## config.mk

```make
export PLATFORM = sky130hd
export DESIGN_NAME = sio_xcvr
export DESIGN_NICKNAME = d
export VERILOG_FILES = /design/src/rtl/sio_pkg.sv /design/src/rtl/sio_sync.sv /design/src/rtl/sio_clkgen.sv /design/src/rtl/sio_engine.sv /design/src/rtl/sio_buf.sv /design/src/rtl/sio_xcvr.sv
export SDC_FILE = /design/constraint.sdc
export NUM_CORES = 1
export LEC_CHECK = 0
export BUFFER_PORTS_ARGS = -buffer_cell sky130_fd_sc_hd__buf_2
export CORE_MARGIN = 5
export CORE_UTILIZATION = 30
export CTS_CLUSTER_SIZE = 10
export DETAILED_ROUTE_END_ITERATION = 7
export SLEW_MARGIN = 20
export SYNTH_ARGS = -nofsm -noshare
export SYNTH_HDL_FRONTEND = slang
export SYNTH_SLANG_ARGS = --single-unit
```

## constraint.sdc

```tcl
create_clock -name clk -period 2.96 [get_ports clk]
set_input_delay 0.296 -clock clk [delete_from_list [all_inputs] [get_ports clk]]
set_output_delay 0.296 -clock clk [all_outputs]
set_load 0.02 [all_outputs]
```

## src/rtl/sio_pkg.sv

```systemverilog
package sio_pkg;
  typedef enum logic [1:0] {
    BUF_FREE   = 2'd0,
    BUF_TXRDY  = 2'd1,
    BUF_FLIGHT = 2'd2,
    BUF_RXFULL = 2'd3
  } buf_st_e;
endpackage

```

## src/rtl/sio_sync.sv

```systemverilog
module sio_sync #(
  parameter int W = 2,
  parameter logic [W-1:0] RST_VAL = '0
) (
  input  logic         clk,
  input  logic         rst_n,
  input  logic [W-1:0] d,
  output logic [W-1:0] q
);
  for (genvar i = 0; i < W; i++) begin : g_bit
    logic meta, stab;
    always_ff @(posedge clk or negedge rst_n) begin
      if (!rst_n) begin
        meta <= RST_VAL[i];
        stab <= RST_VAL[i];
      end else begin
        meta <= d[i];
        stab <= meta;
      end
    end
    assign q[i] = stab;
  end
endmodule

```

## src/rtl/sio_clkgen.sv

```systemverilog
module sio_clkgen #(
  parameter int DIV_W = 8
) (
  input  logic             clk,
  input  logic             rst_n,
  input  logic             run,
  input  logic [DIV_W-1:0] div,
  output logic             sck,
  output logic             fall,
  output logic             rise
);
  logic [DIV_W-1:0] cnt;
  logic hit;

  always_comb begin
    hit  = run && (cnt == div);
    fall = hit && sck;
    rise = hit && !sck;
  end

  always_ff @(posedge clk or negedge rst_n) begin
    if (!rst_n) begin
      cnt <= '0;
      sck <= 1'b1;
    end else if (!run) begin
      cnt <= '0;
      sck <= 1'b1;
    end else if (hit) begin
      cnt <= '0;
      sck <= ~sck;
    end else begin
      cnt <= cnt + 1'b1;
    end
  end

  // clock parks high whenever no byte is shifting
  assert_sck_idle_R3: assert property (@(posedge clk) disable iff (!rst_n)
    !run |=> sck);
endmodule

```

## src/rtl/sio_engine.sv

```systemverilog
module sio_engine #(
  parameter int DW = 8
) (
  input  logic          clk,
  input  logic          rst_n,
  input  logic          start,
  input  logic          inhibit,
  input  logic          ext_mode,
  input  logic          fall,
  input  logic          rise,
  input  logic          sdi,
  input  logic          buf_tx,
  input  logic [DW-1:0] buf_data,
  output logic          load,
  output logic          done,
  output logic [DW-1:0] rx_byte,
  output logic          busy,
  output logic          active,
  output logic          sdo
);
  localparam int CW = (DW > 1) ? $clog2(DW) : 1;
  localparam logic [CW-1:0] LAST = CW'(DW - 1);

  logic [CW-1:0] cnt;
  logic [DW-1:0] tx_sh, rx_sh, first;

  always_comb begin
    first   = buf_tx ? buf_data : '1;
    rx_byte = {sdi, rx_sh[DW-1:1]};
    load    = 1'b0;
    if (!inhibit) begin
      if (!busy)
        load = start && buf_tx;
      else if (!active)
        load = start && buf_tx && (ext_mode ? fall : 1'b1);
    end
    done = !inhibit && busy && active && rise && (cnt == LAST);
  end

  always_ff @(posedge clk or negedge rst_n) begin
    if (!rst_n) begin
      busy   <= 1'b0;
      active <= 1'b0;
      cnt    <= '0;
      tx_sh  <= '1;
      rx_sh  <= '0;
      sdo    <= 1'b1;
    end else if (inhibit) begin
      busy   <= 1'b0;
      active <= 1'b0;
      cnt    <= '0;
    end else if (!busy) begin
      if (load) begin
        busy   <= 1'b1;
        active <= 1'b1;
        tx_sh  <= buf_data;
        cnt    <= '0;
      end
    end else if (!active) begin
      if (!start) begin
        busy <= 1'b0;
      end else if (ext_mode) begin
        if (fall) begin
          active <= 1'b1;
          sdo    <= first[0];
          tx_sh  <= {1'b1, first[DW-1:1]};
          cnt    <= '0;
        end
      end else if (load) begin
        active <= 1'b1;
        tx_sh  <= buf_data;
        cnt    <= '0;
      end
    end else begin
      if (fall) begin
        sdo   <= tx_sh[0];
        tx_sh <= {1'b1, tx_sh[DW-1:1]};
      end
      if (rise) begin
        rx_sh <= rx_byte;
        if (cnt == LAST) begin
          cnt    <= '0;
          active <= 1'b0;
          if (!start) busy <= 1'b0;
        end else begin
          cnt <= cnt + 1'b1;
        end
      end
    end
  end

  // data-out only moves on a falling serial edge
  assert_sdo_hold_R5: assert property (@(posedge clk) disable iff (!rst_n)
    !fall |=> $stable(sdo));
  // abort drops busy on the next cycle
  assert_abort_R7: assert property (@(posedge clk) disable iff (!rst_n)
    inhibit |=> !busy);
endmodule

```

## src/rtl/sio_buf.sv

```systemverilog
module sio_buf
  import sio_pkg::*;
#(
  parameter int DW = 8
) (
  input  logic          clk,
  input  logic          rst_n,
  input  logic          ext_mode,
  input  logic          inhibit,
  input  logic          tx_valid,
  input  logic [DW-1:0] tx_data,
  input  logic          rx_ready,
  input  logic          load,
  input  logic          done,
  input  logic [DW-1:0] rx_byte,
  output logic          tx_ready,
  output logic          rx_valid,
  output logic [DW-1:0] rx_data,
  output logic          buf_tx,
  output logic          irq,
  output logic          overrun
);
  buf_st_e st;
  logic [DW-1:0] data;
  logic ext_q, mode_chg, wr, rd;

  always_comb begin
    mode_chg = ext_mode != ext_q;
    tx_ready = st == BUF_FREE;
    rx_valid = st == BUF_RXFULL;
    buf_tx   = st == BUF_TXRDY;
    rx_data  = data;
    wr       = tx_valid && tx_ready;
    rd       = rx_valid && rx_ready;
  end

  always_ff @(posedge clk or negedge rst_n) begin
    if (!rst_n) begin
      st      <= BUF_FREE;
      data    <= '0;
      ext_q   <= 1'b0;
      irq     <= 1'b0;
      overrun <= 1'b0;
    end else begin
      ext_q <= ext_mode;
      irq   <= done && !mode_chg;
      if (mode_chg) begin
        st      <= BUF_FREE;
        data    <= '0;
        overrun <= 1'b0;
      end else if (done) begin
        data <= rx_byte;
        st   <= BUF_RXFULL;
        if (st == BUF_RXFULL && !rd) overrun <= 1'b1;
        else if (rd)                 overrun <= 1'b0;
      end else if (inhibit && st == BUF_FLIGHT) begin
        st <= BUF_FREE;
      end else begin
        if (load) st <= BUF_FLIGHT;
        if (rd) begin
          st      <= BUF_FREE;
          overrun <= 1'b0;
        end
        if (wr) begin
          st   <= BUF_TXRDY;
          data <= tx_data;
        end
      end
    end
  end

  // an unread byte holds until taken, replaced or discarded
  assert_rx_hold_R12: assert property (@(posedge clk) disable iff (!rst_n)
    (rx_valid && !rx_ready && !done && !mode_chg) |=> (rx_valid && $stable(rx_data)));
  // overrun can only appear in external mode
  assert_ovr_ext_R9: assert property (@(posedge clk) disable iff (!rst_n)
    $rose(overrun) |-> ext_q);
endmodule

```

## src/rtl/sio_xcvr.sv

```systemverilog
module sio_xcvr #(
  parameter int DW    = 8,
  parameter int DIV_W = 8
) (
  input  logic             clk,
  input  logic             rst_n,
  input  logic             start,
  input  logic             inhibit,
  input  logic             ext_clk_sel,
  input  logic [DIV_W-1:0] clk_div,
  input  logic             tx_valid,
  output logic             tx_ready,
  input  logic [DW-1:0]    tx_data,
  output logic             rx_valid,
  input  logic             rx_ready,
  output logic [DW-1:0]    rx_data,
  output logic             busy,
  output logic             irq,
  output logic             overrun,
  input  logic             sck_i,
  input  logic             sdi,
  output logic             sck_o,
  output logic             sdo
);
  logic [1:0] sync_q;
  logic sck_s, sdi_s, sck_prev;
  logic ext_rise, ext_fall, int_rise, int_fall, int_sck;
  logic fall, rise, run, active, load, done, buf_tx;
  logic [DW-1:0] rx_byte;

  sio_sync #(.W(2), .RST_VAL(2'b01)) u_sync (
    .clk(clk), .rst_n(rst_n), .d({sdi, sck_i}), .q(sync_q));

  assign sck_s = sync_q[0];
  assign sdi_s = sync_q[1];

  always_ff @(posedge clk or negedge rst_n) begin
    if (!rst_n) sck_prev <= 1'b1;
    else        sck_prev <= sck_s;
  end

  always_comb begin
    ext_rise = sck_s && !sck_prev;
    ext_fall = !sck_s && sck_prev;
    run      = busy && active && !ext_clk_sel;
    fall     = ext_clk_sel ? ext_fall : int_fall;
    rise     = ext_clk_sel ? ext_rise : int_rise;
    sck_o    = ext_clk_sel ? 1'b1 : int_sck;
  end

  sio_clkgen #(.DIV_W(DIV_W)) u_clk (
    .clk(clk), .rst_n(rst_n), .run(run), .div(clk_div),
    .sck(int_sck), .fall(int_fall), .rise(int_rise));

  sio_engine #(.DW(DW)) u_eng (
    .clk(clk), .rst_n(rst_n), .start(start), .inhibit(inhibit),
    .ext_mode(ext_clk_sel), .fall(fall), .rise(rise), .sdi(sdi_s),
    .buf_tx(buf_tx), .buf_data(rx_data), .load(load), .done(done),
    .rx_byte(rx_byte), .busy(busy), .active(active), .sdo(sdo));

  sio_buf #(.DW(DW)) u_buf (
    .clk(clk), .rst_n(rst_n), .ext_mode(ext_clk_sel), .inhibit(inhibit),
    .tx_valid(tx_valid), .tx_data(tx_data), .rx_ready(rx_ready),
    .load(load), .done(done), .rx_byte(rx_byte), .tx_ready(tx_ready),
    .rx_valid(rx_valid), .rx_data(rx_data), .buf_tx(buf_tx), .irq(irq),
    .overrun(overrun));

  // completion pulse lasts one cycle
  assert_irq_pulse_R2: assert property (@(posedge clk) disable iff (!rst_n)
    irq |=> !irq);
  // each completion leaves a received byte offered
  assert_irq_data_R2: assert property (@(posedge clk) disable iff (!rst_n)
    irq |-> rx_valid);
endmodule

```

==> summary by stage, run 1 <==
Run status
The run finished, with violations left. The checks that failed: negative hold slack.

Place
The congestion estimate from routability-driven global placement came to 0.833. Including well taps, the total number of placed cells is 383. Once detailed placement completed, the half-perimeter wirelength came to 4260 microns. The count of input and output buffers is 39. The setup slack after placement is 0.886 ns.

Yosys
The share of the Yosys chip area taken by registers is 0.474. Counting flops and latches in the post-synthesis netlist gives 48. The proportion of synthesized flip-flops having asynchronous set or reset is 1.00.

The count of warnings emitted by yosys is 0. The number of instances in the synthesized netlist is 248. The synthesized netlist net count is 276.

The most used flip-flop cell after synthesis is sky130_fd_sc_hd__dfrtp_1. In this run the cell area of the synthesized design comes to 2570 sq um. The number of distinct library cells after synthesis is 48. The number of enable flip-flop cells after synthesis is 0. A synthesized cell averages 10.4 sq um.

Layout
The final antenna diode count is 0. Leaving out fill and tap cells, the most frequent cell in the layout is sky130_fd_sc_hd__buf_2. The post-synthesis to final-layout area growth is 15.0%. The final standard cell count with taps included and fillers excluded is 391.

Fill cells in the final layout number 867. Of the cells placed in the final design, the portion with a size suffix greater than 1 is 0.273. The library cells used most frequently in the layout, excluding fill and tap cells, are sky130_fd_sc_hd__buf_2 (38), sky130_fd_sc_hd__dfrtp_1 (35), sky130_fd_sc_hd__o21ai_0 (25).

The number of nets in the layout is 313. Measured on the finished design, the core utilization comes to 0.356.

Clocking
The TritonCTS clock tree is done. For this design, the sink count on the clock tree is 48. In this run, post-CTS repair resized a total of 0 instances. The clock passes through at most 2 buffers. Counting the buffers created by CTS gives 5. The buffers inserted during post-CTS setup optimization is 0.

The number of buffers inserted for hold repair after clock tree synthesis is 0. The worst-skew pair later-pin latency is 0.30 ns. The H-tree level count is 2.

The cell chosen for the clock root is sky130_fd_sc_hd__clkbuf_8. Clock-pin slew was measured on the worst setup and hold paths at 0.09 ns.

Critical path
The number of buffers and inverters on the critical path is 0. The kind of cell with the highest combined delay on the critical path is compound AO/OA/AOI/OAI gates. The arrival time reported for the critical path endpoint is 2.21 ns. The type of the worst setup path is reg2reg. In this design, the stage delay of the slowest critical-path cell is 0.52 ns. Traced cell by cell, the critical path runs through xnor2_1 > nand4_2 > o31a_1 > nor2_8 > mux2_2. The worst-path cell with the longest stage delay is sky130_fd_sc_hd__o31a_1. Of all nets on the critical path, the largest fanout is 10. For the worst setup path, the data required time is 3.15 ns. The critical path startpoint category is a flop.

STA classifies the critical path endpoint as a flop.

STA
The clock period could shrink to 2.02 ns. Across the routed clock network, the largest skew measured is 0.0122 ns. Setup violations remaining at the end of the flow were counted as 0.

Across all hold checks on the routed design, the worst slack comes to -0.0119 ns. At the pin with the least slew margin, the transition time is 0.890 ns. After routing, the total negative slack on setup checks comes to 0 ns. Setup repair after global routing left no endpoint under its margin. The max-slew violation total from the final report was 0.

The number of hold-slack violations in the final timing report is 34. The minimum setup slack in the final design is 0.939 ns. The final worst-path cycle share is 0.683. The maximum frequency from static timing analysis is 495 MHz.

Measured against its own limit, the worst slew margin works out to 0.405.

Drt
Detailed routing inserted a total of 1988 vias. The number of DRC violations after detailed routing is 0. In the final routed layout, each cell accounts on average for 14.8 microns.

In this run the remaining antenna-violating nets after routing total 0. The total wirelength of the detailed-routed design is 5780 microns. The number of vias per cell after detailed routing is 5.08. In this run, the number of DRC markers left after iteration 0 of detailed routing was 91. The pre-antenna-repair detailed-routing pass consisted of 4 iterations.

Power
Of the total power, the share spent switching nets is 0.280. The switching power of the nets is 410 uW. The relative contribution of sequential cells to total power is 0.552.

The reported leakage power is 0.00126 uW. Internal power comes to 1060 uW. The power per unit of standard cell area is 496 nW/um^2. The worst voltage drop across the vdd grid is 190 uV. The share of total power dissipated in the clock network is 0.278. Of the total power, combinational logic draws 0.169.

Job
Across the run, the number of max-cap violations was 0.

Die
The initial utilization of the core area, before any placement, comes to 0.310. The number of placed I/O pins is 40. The horizontal die dimension is 103 microns. The floorplan die area is 10500 sq um.

The floorplan die height is 103 microns. The region available for standard cell placement spans 8300 sq um. The floorplan has 33 rows.

GRT
The sum of overflow across all layers after global routing is 0. The via count of the first global-routing pass came to 1939. The initial antenna violation count is 0. Entering global routing, the biggest net connects 49 pins. The aggregate global-route resource usage is 0.117. The first global-routing pass estimated 9670 microns of wire.

Worst hold path
In this run the worst hold path is classified as in2async.
-- power groups by stage --
| stage | clock [uW] | combinational [uW] | sequential (uW) |
|---|---|---|---|
| 6_report | 408 | 248 | 809 |
| 5_1_grt | 453 | 278 | 819 |
| 4_1_cts | 419 | 252 | 810 |
| 3_5_place_dp | 0 | 252 | 821 |
| 3_3_place_gp | 0 | 250 | 820 |
| 2_1_floorplan | 0 | 164 | 816 |
-- metal layers --
layer	vias to the layer above	track usage	share of wire
met5	-	0	0
met4	0	0.0363	0.012
met3	4	0.0237	0.043
met2	47	0.187	0.49
met1	952	0.160	0.46
li1	985	-	-
-- metrics by stage --
step                total power [uW]  area, sq um  hold WS [ns]
finish                          1470         2960       -0.0119
global route                    1550         2960        0.0350
CTS                             1480         2950        0.0833
detailed placement              1070         2860         0.344
global placement                1070         2860         0.337
floorplan                        981         2570      0.000409
-- cells by family (layout without fill, tap and decap cells) --
family          Yosys count  in the layout  synth area share
compound gates           70             70             0.196
xor+xnor                 15             15            0.0511
fa+ha+maj                 3              3            0.0146
buf+inv                  15             53            0.0282
flops                    48             48             0.474
mux                      18             18            0.0745
simple gates             79             79             0.162
-- worst paths after layout --
path / cells past startpoint / start / to / slack [ns]
worst min register to register: 0 / u_sync.g_bit[0].meta / u_sync.g_bit[0].stab / 0.36
min in group clk: 1 / sck_i / u_sync.g_bit[0].meta / 0.09
worst max register to register: 5 / u_clk.cnt[5] / u_eng.rx_sh[1] / 0.94
max in group asynchronous: 1 / rst_n / u_eng.tx_sh[7] / 2.57
worst max-delay path: 5 / u_clk.cnt[5] / u_eng.rx_sh[1] / 0.94
worst min-delay path: 1 / rst_n / u_clk.cnt[4] / -0.01
-- sequential cells by signal, indices dropped and copies added, names as in the netlist, 2 cells and up --
register / cells
u_buf.st: 2
u_buf.rx_data: 8
u_eng.tx_sh: 8
u_eng.rx_sh: 7
u_sync.g_bit.stab: 2
u_sync.g_bit.meta: 2
u_eng.cnt: 3
u_clk.cnt: 8
-- cell usage after synthesis, drive strengths merged, types with 2 or more instances --
library cell	count	share of area
and2	4	0.0097
nand3b	2	0.0058
inv	3	0.0044
mux2i	9	0.035
dfstp	13	0.13
buf	6	0.015
o2bb2ai	7	0.024
a22o	2	0.0068
nor2	24	0.041
ha	3	0.015
xor2	6	0.020
xnor2	9	0.031
nand3	8	0.016
nand2	15	0.022
a32oi	7	0.024
o21ai	26	0.051
o31ai	2	0.0078
or2	2	0.0049
clkbuf	6	0.0088
and3	2	0.0049
a211oi	9	0.026
dfrtp	35	0.34
nand2b	5	0.012
mux2	9	0.039
a31oi	2	0.0049
a21oi	5	0.0097
nand4	2	0.0097
nor3	11	0.021
-- cell type report --
class                   count  area, sq um  area share
multi-input cells         185         1280       0.433
flip-flops and latches     48         1220       0.412
repair buffers             42          220      0.0745
well taps                 105          131      0.0445
clock buffers               7         86.3      0.0292
inverters                   3         11.3     0.00381
clock inverters             1         8.76     0.00296
(Power assumes the default switching activity.)
==> run 2, diff against run 1 <==
--- a/config.mk
+++ b/config.mk
@@ -5,6 +5,7 @@
 export SDC_FILE = /design/constraint.sdc
 export NUM_CORES = 1
 export LEC_CHECK = 0
+export ABC_AREA = 1
 export BUFFER_PORTS_ARGS = -buffer_cell sky130_fd_sc_hd__buf_2
 export CORE_MARGIN = 5
 export CORE_UTILIZATION = 30
==> constraint.sdc (replaced) <==
create_clock -name clk -period 2.1 [get_ports clk]
set_input_delay 0.21 -clock clk [delete_from_list [all_inputs] [get_ports clk]]
set_output_delay 0.21 -clock clk [all_outputs]
set_load 0.02 [all_outputs]
==> summary by stage, run 2 <==
Power
The relative contribution of the clock network to total power is 0.218 (was 0.278). The worst voltage drop across the vdd grid is 324 uV (was 190 uV). The switching fraction of total power is 0.365 (was 0.280). The power per unit of standard cell area is 803 nW/um^2 (was 496 nW/um^2). The share of total power in combinational logic is 0.320 (was 0.169). The internal power contribution was 1710 uW (was 1060 uW). The overall power consumption was 2690 uW (was 1470 uW). The reported leakage power is 0.00175 uW (was 0.00126 uW).

The switching power of the nets is 980 uW (was 410 uW). The relative contribution of sequential cells to total power is 0.462 (was 0.552).

Clocking
The number of clock sinks seen by CTS came to 48 (unchanged). The TritonCTS clock tree was done (unchanged). The cell chosen for the clock root is sky130_fd_sc_hd__clkbuf_8 (unchanged). The clock transition at the registers of the reported paths is 0.09 ns (about the same).

The buffers inserted during post-CTS setup optimization is 0 (unchanged). The TritonCTS buffer count is 5 (unchanged). The worst-skew pair later-pin latency is 0.31 ns (was 0.30 ns).

The maximum count of clock buffers along a single path is 2 (unchanged). The H-tree level count was 2 (unchanged).

STA
The maximum frequency from static timing analysis is 542 MHz (was 495 MHz). RSZ-0062 raised after global routing: no (unchanged). The total setup violations reported at the end of the flow was 0 (unchanged). The relative max-transition margin is 0.615 (was 0.405). The clock skew is 0.0124 ns (was 0.0122 ns). The number of hold-slack violations in the final timing report is 0 (was 34). The final critical delay including setup and external delays came to 1.85 ns (was 2.02 ns). The final worst-path cycle share came to 0.879 (was 0.683). The max-slew violation total from the final report is 0 (unchanged). The pin slew with the least headroom to its limit was 0.571 ns (was 0.890 ns). The accumulated negative setup slack was 0 ns (unchanged).

Yosys
The area share of and/or/nand/nor cells after synthesis is 0.353 (was 0.162). The adder-cell share of the synthesized area is 0.0132 (was 0.0146). The most numerous cell in the Yosys netlist is sky130_fd_sc_hd__nand2_1 (was sky130_fd_sc_hd__dfrtp_1).

The mux share of post-synthesis cell area is 0 (was 0.0745). The cell taking the most area after synthesis is sky130_fd_sc_hd__dfrtp_1 (unchanged). The number of instances in the synthesized netlist came to 377 (was 248). The portion of the post-synthesis area used by sequential elements is 0.429 (was 0.474). Synth top area cells: sky130_fd_sc_hd__dfrtp_1 (31%), sky130_fd_sc_hd__nand2_1 (15%), sky130_fd_sc_hd__dfstp_2 (12%), sky130_fd_sc_hd__inv_1 (6.8%), sky130_fd_sc_hd__nand3_1 (6.7%) (was sky130_fd_sc_hd__dfrtp_1 (34%), sky130_fd_sc_hd__dfstp_2 (13%), sky130_fd_sc_hd__o21ai_0 (4.9%), sky130_fd_sc_hd__mux2i_1 (3.5%), sky130_fd_sc_hd__mux2_2 (3.5%)). The synthesized netlist net count is 405 (was 276). The proportion of netlist area held by the largest area contributor is 0.309 (was 0.341). The synthesized area divided by synthesized cell count was 7.52 sq um (was 10.4 sq um). The primary flip-flop cell chosen by synthesis mapping is sky130_fd_sc_hd__dfrtp_1 (unchanged). The combined area of all synthesized cells was 2840 sq um (was 2570 sq um). The number of enable flip-flop cells after synthesis is 0 (unchanged). The number of distinct library cells after synthesis was 37 (was 48). The area fraction in compound gates after synthesis came to 0.0887 (was 0.196).

The largest family of logic cells by synthesized area is simple AND/OR/NAND/NOR gates (was compound AO/OA/AOI/OAI gates). The proportion of synthesized flip-flops having asynchronous set or reset is 1.00 (unchanged). Leading cell types by count after synthesis: sky130_fd_sc_hd__nand2_1 (111), sky130_fd_sc_hd__inv_1 (51), sky130_fd_sc_hd__nand3_1 (38) (was sky130_fd_sc_hd__dfrtp_1 (35), sky130_fd_sc_hd__o21ai_0 (25), sky130_fd_sc_hd__nor2_1 (23)). The count of warnings emitted by yosys was 0 (unchanged).

The register bit total from synthesis is 48 (unchanged). The xor and xnor fraction of the mapped netlist area is 0.0243 (was 0.0511).

Drt
The total length of routed met3 wires came to 256 microns (was 246 microns). The met1 wire length is 3150 microns (was 2650 microns). The number of vias per cell after detailed routing is 4.57 (was 5.08).

The violation count after the first detailed-route iteration is 148 (was 91). The total wirelength of the detailed-routed design came to 6700 microns (was 5780 microns). The uppermost signal routing layer after detailed routing is met4 (unchanged). The number of nets with antenna violations after routing is 0 (unchanged). The count of TritonRoute iterations in the first routing pass is 4 (unchanged).

The met2 wire length is 3190 microns (was 2820 microns). The number of DRC violations after detailed routing is 0 (unchanged). The average routed wire per standard cell is 12.0 microns (was 14.8 microns). The detailed-route via count was 2548 (was 1988).

GRT
The via count of the first global-routing pass is 2554 (was 1939). The largest net degree at the start of global routing is 32 (was 49). The sum of overflow across all layers after global routing is 0 (unchanged).

The initial antenna violation count is 0 (unchanged). The global-route wire length before repair is 12000 microns (was 9670 microns). The aggregate global-route resource usage is 0.127 (was 0.117).

Critical path
The category of the worst setup path capture point is a flop (unchanged). The maximum cell stage delay along the critical path is 0.41 ns (was 0.52 ns). The total buffers and inverters traversed by the critical path is 3 (was 0). The cell type with the highest occurrence count on the critical path is sky130_fd_sc_hd__nand2_1. The worst-path cell with the longest stage delay is sky130_fd_sc_hd__dfrtp_1 (was sky130_fd_sc_hd__o31a_1). The largest fanout on the critical path was 7 (was 10). The critical path startpoint category is a flop (unchanged).

The kind of cell with the highest combined delay on the critical path is simple AND/OR/NAND/NOR gates (was compound AO/OA/AOI/OAI gates). The critical path required time came to 2.36 ns (was 3.15 ns). Cells traversed along the worst timing path: inv_2 > nand2_1 > nand2_1 > nand2_1 > nor2_2 > nand2_1 > o21ai_4 > buf_4 > inv_1 > nand2_1 > nand2_1 > nor2_1 > nand2_1 > nand2_1 (was xnor2_1 > nand4_2 > o31a_1 > nor2_8 > mux2_2). The type of the worst setup path was reg2reg (unchanged).

The arrival time reported for the critical path endpoint was 2.10 ns (was 2.21 ns).

Layout
Most used cells in the layout excluding fill and tap cells: sky130_fd_sc_hd__nand2_1 (111), sky130_fd_sc_hd__inv_1 (51), sky130_fd_sc_hd__buf_2 (39) (was sky130_fd_sc_hd__buf_2 (38), sky130_fd_sc_hd__dfrtp_1 (35), sky130_fd_sc_hd__o21ai_0 (25)). The layout filler cell count is 964 (was 867). The commonest non-fill, non-tap cell in the layout is sky130_fd_sc_hd__nand2_1 (was sky130_fd_sc_hd__buf_2). The post-synthesis to final-layout area growth came to 18.0% (was 15.0%).

The final cell utilization of the core is 0.362 (was 0.356). The number of nets in the layout came to 456 (was 313). The share of final-layout standard cells stronger than drive strength 1 is 0.231 (was 0.273). The final antenna diode count is 0 (unchanged).

Die
The number of placement rows is 35 (was 33). The number of placed I/O pins is 40 (unchanged). The horizontal die dimension is 107 microns (was 103 microns). The effective utilization at floorplan is 0.307 (was 0.310).

The floorplan die height came to 107 microns (was 103 microns). The floorplan die area is 11500 sq um (was 10500 sq um). The placeable core region came to 9240 sq um (was 8300 sq um).

Place
The half-perimeter wire length after placement is 5220 microns (was 4260 microns). The weighted congestion reported at the end of routability-driven placement was 0.896 (was 0.833). The count of input and output buffers was 39 (unchanged).

Job
The number of max-cap violations is 0 (unchanged).

Worst hold path
The classification of the worst-slack hold path is in2reg (was in2async).

Run status
Result of the run: completed (was complete, but fails checks).
-- run 2: changes by cell type after synthesis, moves of 8 or more --
cell / before / now
sky130_fd_sc_hd__a211oi_1: 9 / 0
sky130_fd_sc_hd__a21oi_1: 5 / 19
sky130_fd_sc_hd__inv_1: 3 / 51
sky130_fd_sc_hd__mux2_2: 8 / 0
sky130_fd_sc_hd__mux2i_1: 9 / 0
sky130_fd_sc_hd__nand2_1: 15 / 111
sky130_fd_sc_hd__nand2_2: 0 / 10
sky130_fd_sc_hd__nand3_1: 8 / 38
sky130_fd_sc_hd__nor3_1: 11 / 2
sky130_fd_sc_hd__o21ai_0: 25 / 12
-- run 2: final cells by class --
cell class	count	area, sq um	share of cell area
clock inverter	1	8.76	0.00262
sequential	48	1220	0.364
clock buffer	7	86.3	0.0258
tap	129	161	0.0482
inverter	57	218	0.0650
timing repair buffer	50	298	0.0890
multi-input combinational	266	1360	0.406
-- run 2: what timing repair did --
item	4_1_cts	5_1_grt
hold buffers	3	0
endpoints found under the hold margin	9	0
gates resized for setup	0	0
-- run 2: power by group through the flow --
stage | registers, uW | clock network, uW | logic [uW]
6_report | 1240 | 586 | 859
5_1_grt | 1260 | 648 | 977
4_1_cts | 1240 | 604 | 870
3_5_place_dp | 1250 | 0 | 862
3_3_place_gp | 1250 | 0 | 853
2_1_floorplan | 1270 | 0 | 572
-- run 2: through the flow --
stage / cell area [sq um] / hold slack, ns / worst slack [ns] / instances
floorplan: 2840 / -0.0856 / 0.345 / 377
finish: 3350 / 0.198 / 0.254 / 558
CTS: 3350 / 0.190 / 0.223 / 558
global route: 3350 / 0.203 / 0.0391 / 558
global placement: 3220 / 0.186 / 0.273 / 547
detailed placement: 3220 / 0.192 / 0.247 / 547
-- run 2: cells by family after synthesis --
group,Yosys count
AO/OA/AOI/OAI,44
XOR/XNOR,7
adder cells (fa/ha/maj),3
buffers and inverters,63
flip-flops,48
AND/OR/NAND/NOR,212
-- run 2: final timing paths --
check	from	cells after the start	slack (ns)	end
min in group asynchronous	rst_n	2	0.38	u_clk.cnt[3]
worst min register to register	u_sync.g_bit[1].meta	0	0.36	u_sync.g_bit[1].stab
worst min-delay path	ext_clk_sel	1	0.20	u_buf.ext_q
max in group asynchronous	rst_n	3	1.15	u_sync.g_bit[0].stab
worst max register to register	u_clk.cnt[4]	14	0.25	u_eng.cnt[2]
worst max-delay path	u_clk.cnt[4]	14	0.25	u_eng.cnt[2]
-- run 2: metal layers --
| metal | up-vias | GRT usage |
|---|---|---|
| met4 | 0 | 0.0484 |
| met3 | 9 | 0.0187 |
| met1 | 1186 | 0.168 |
| met5 | - | 0 |
| li1 | 1300 | - |
| met2 | 53 | 0.210 |
-- run 2: worst reg2reg max path, cell delays in order, from the launching register on --
cell and delay (ns):
sky130_fd_sc_hd__dfrtp_1 0.41, sky130_fd_sc_hd__inv_2 0.08, sky130_fd_sc_hd__nand2_1 0.05, sky130_fd_sc_hd__nand2_1 0.05
sky130_fd_sc_hd__nand2_1 0.06, sky130_fd_sc_hd__nor2_2 0.15, sky130_fd_sc_hd__nand2_1 0.13, sky130_fd_sc_hd__o21ai_4 0.19
sky130_fd_sc_hd__buf_4 0.18, sky130_fd_sc_hd__inv_1 0.04, sky130_fd_sc_hd__nand2_1 0.05, sky130_fd_sc_hd__nand2_1 0.10
sky130_fd_sc_hd__nor2_1 0.18, sky130_fd_sc_hd__nand2_1 0.08, sky130_fd_sc_hd__nand2_1 0.05
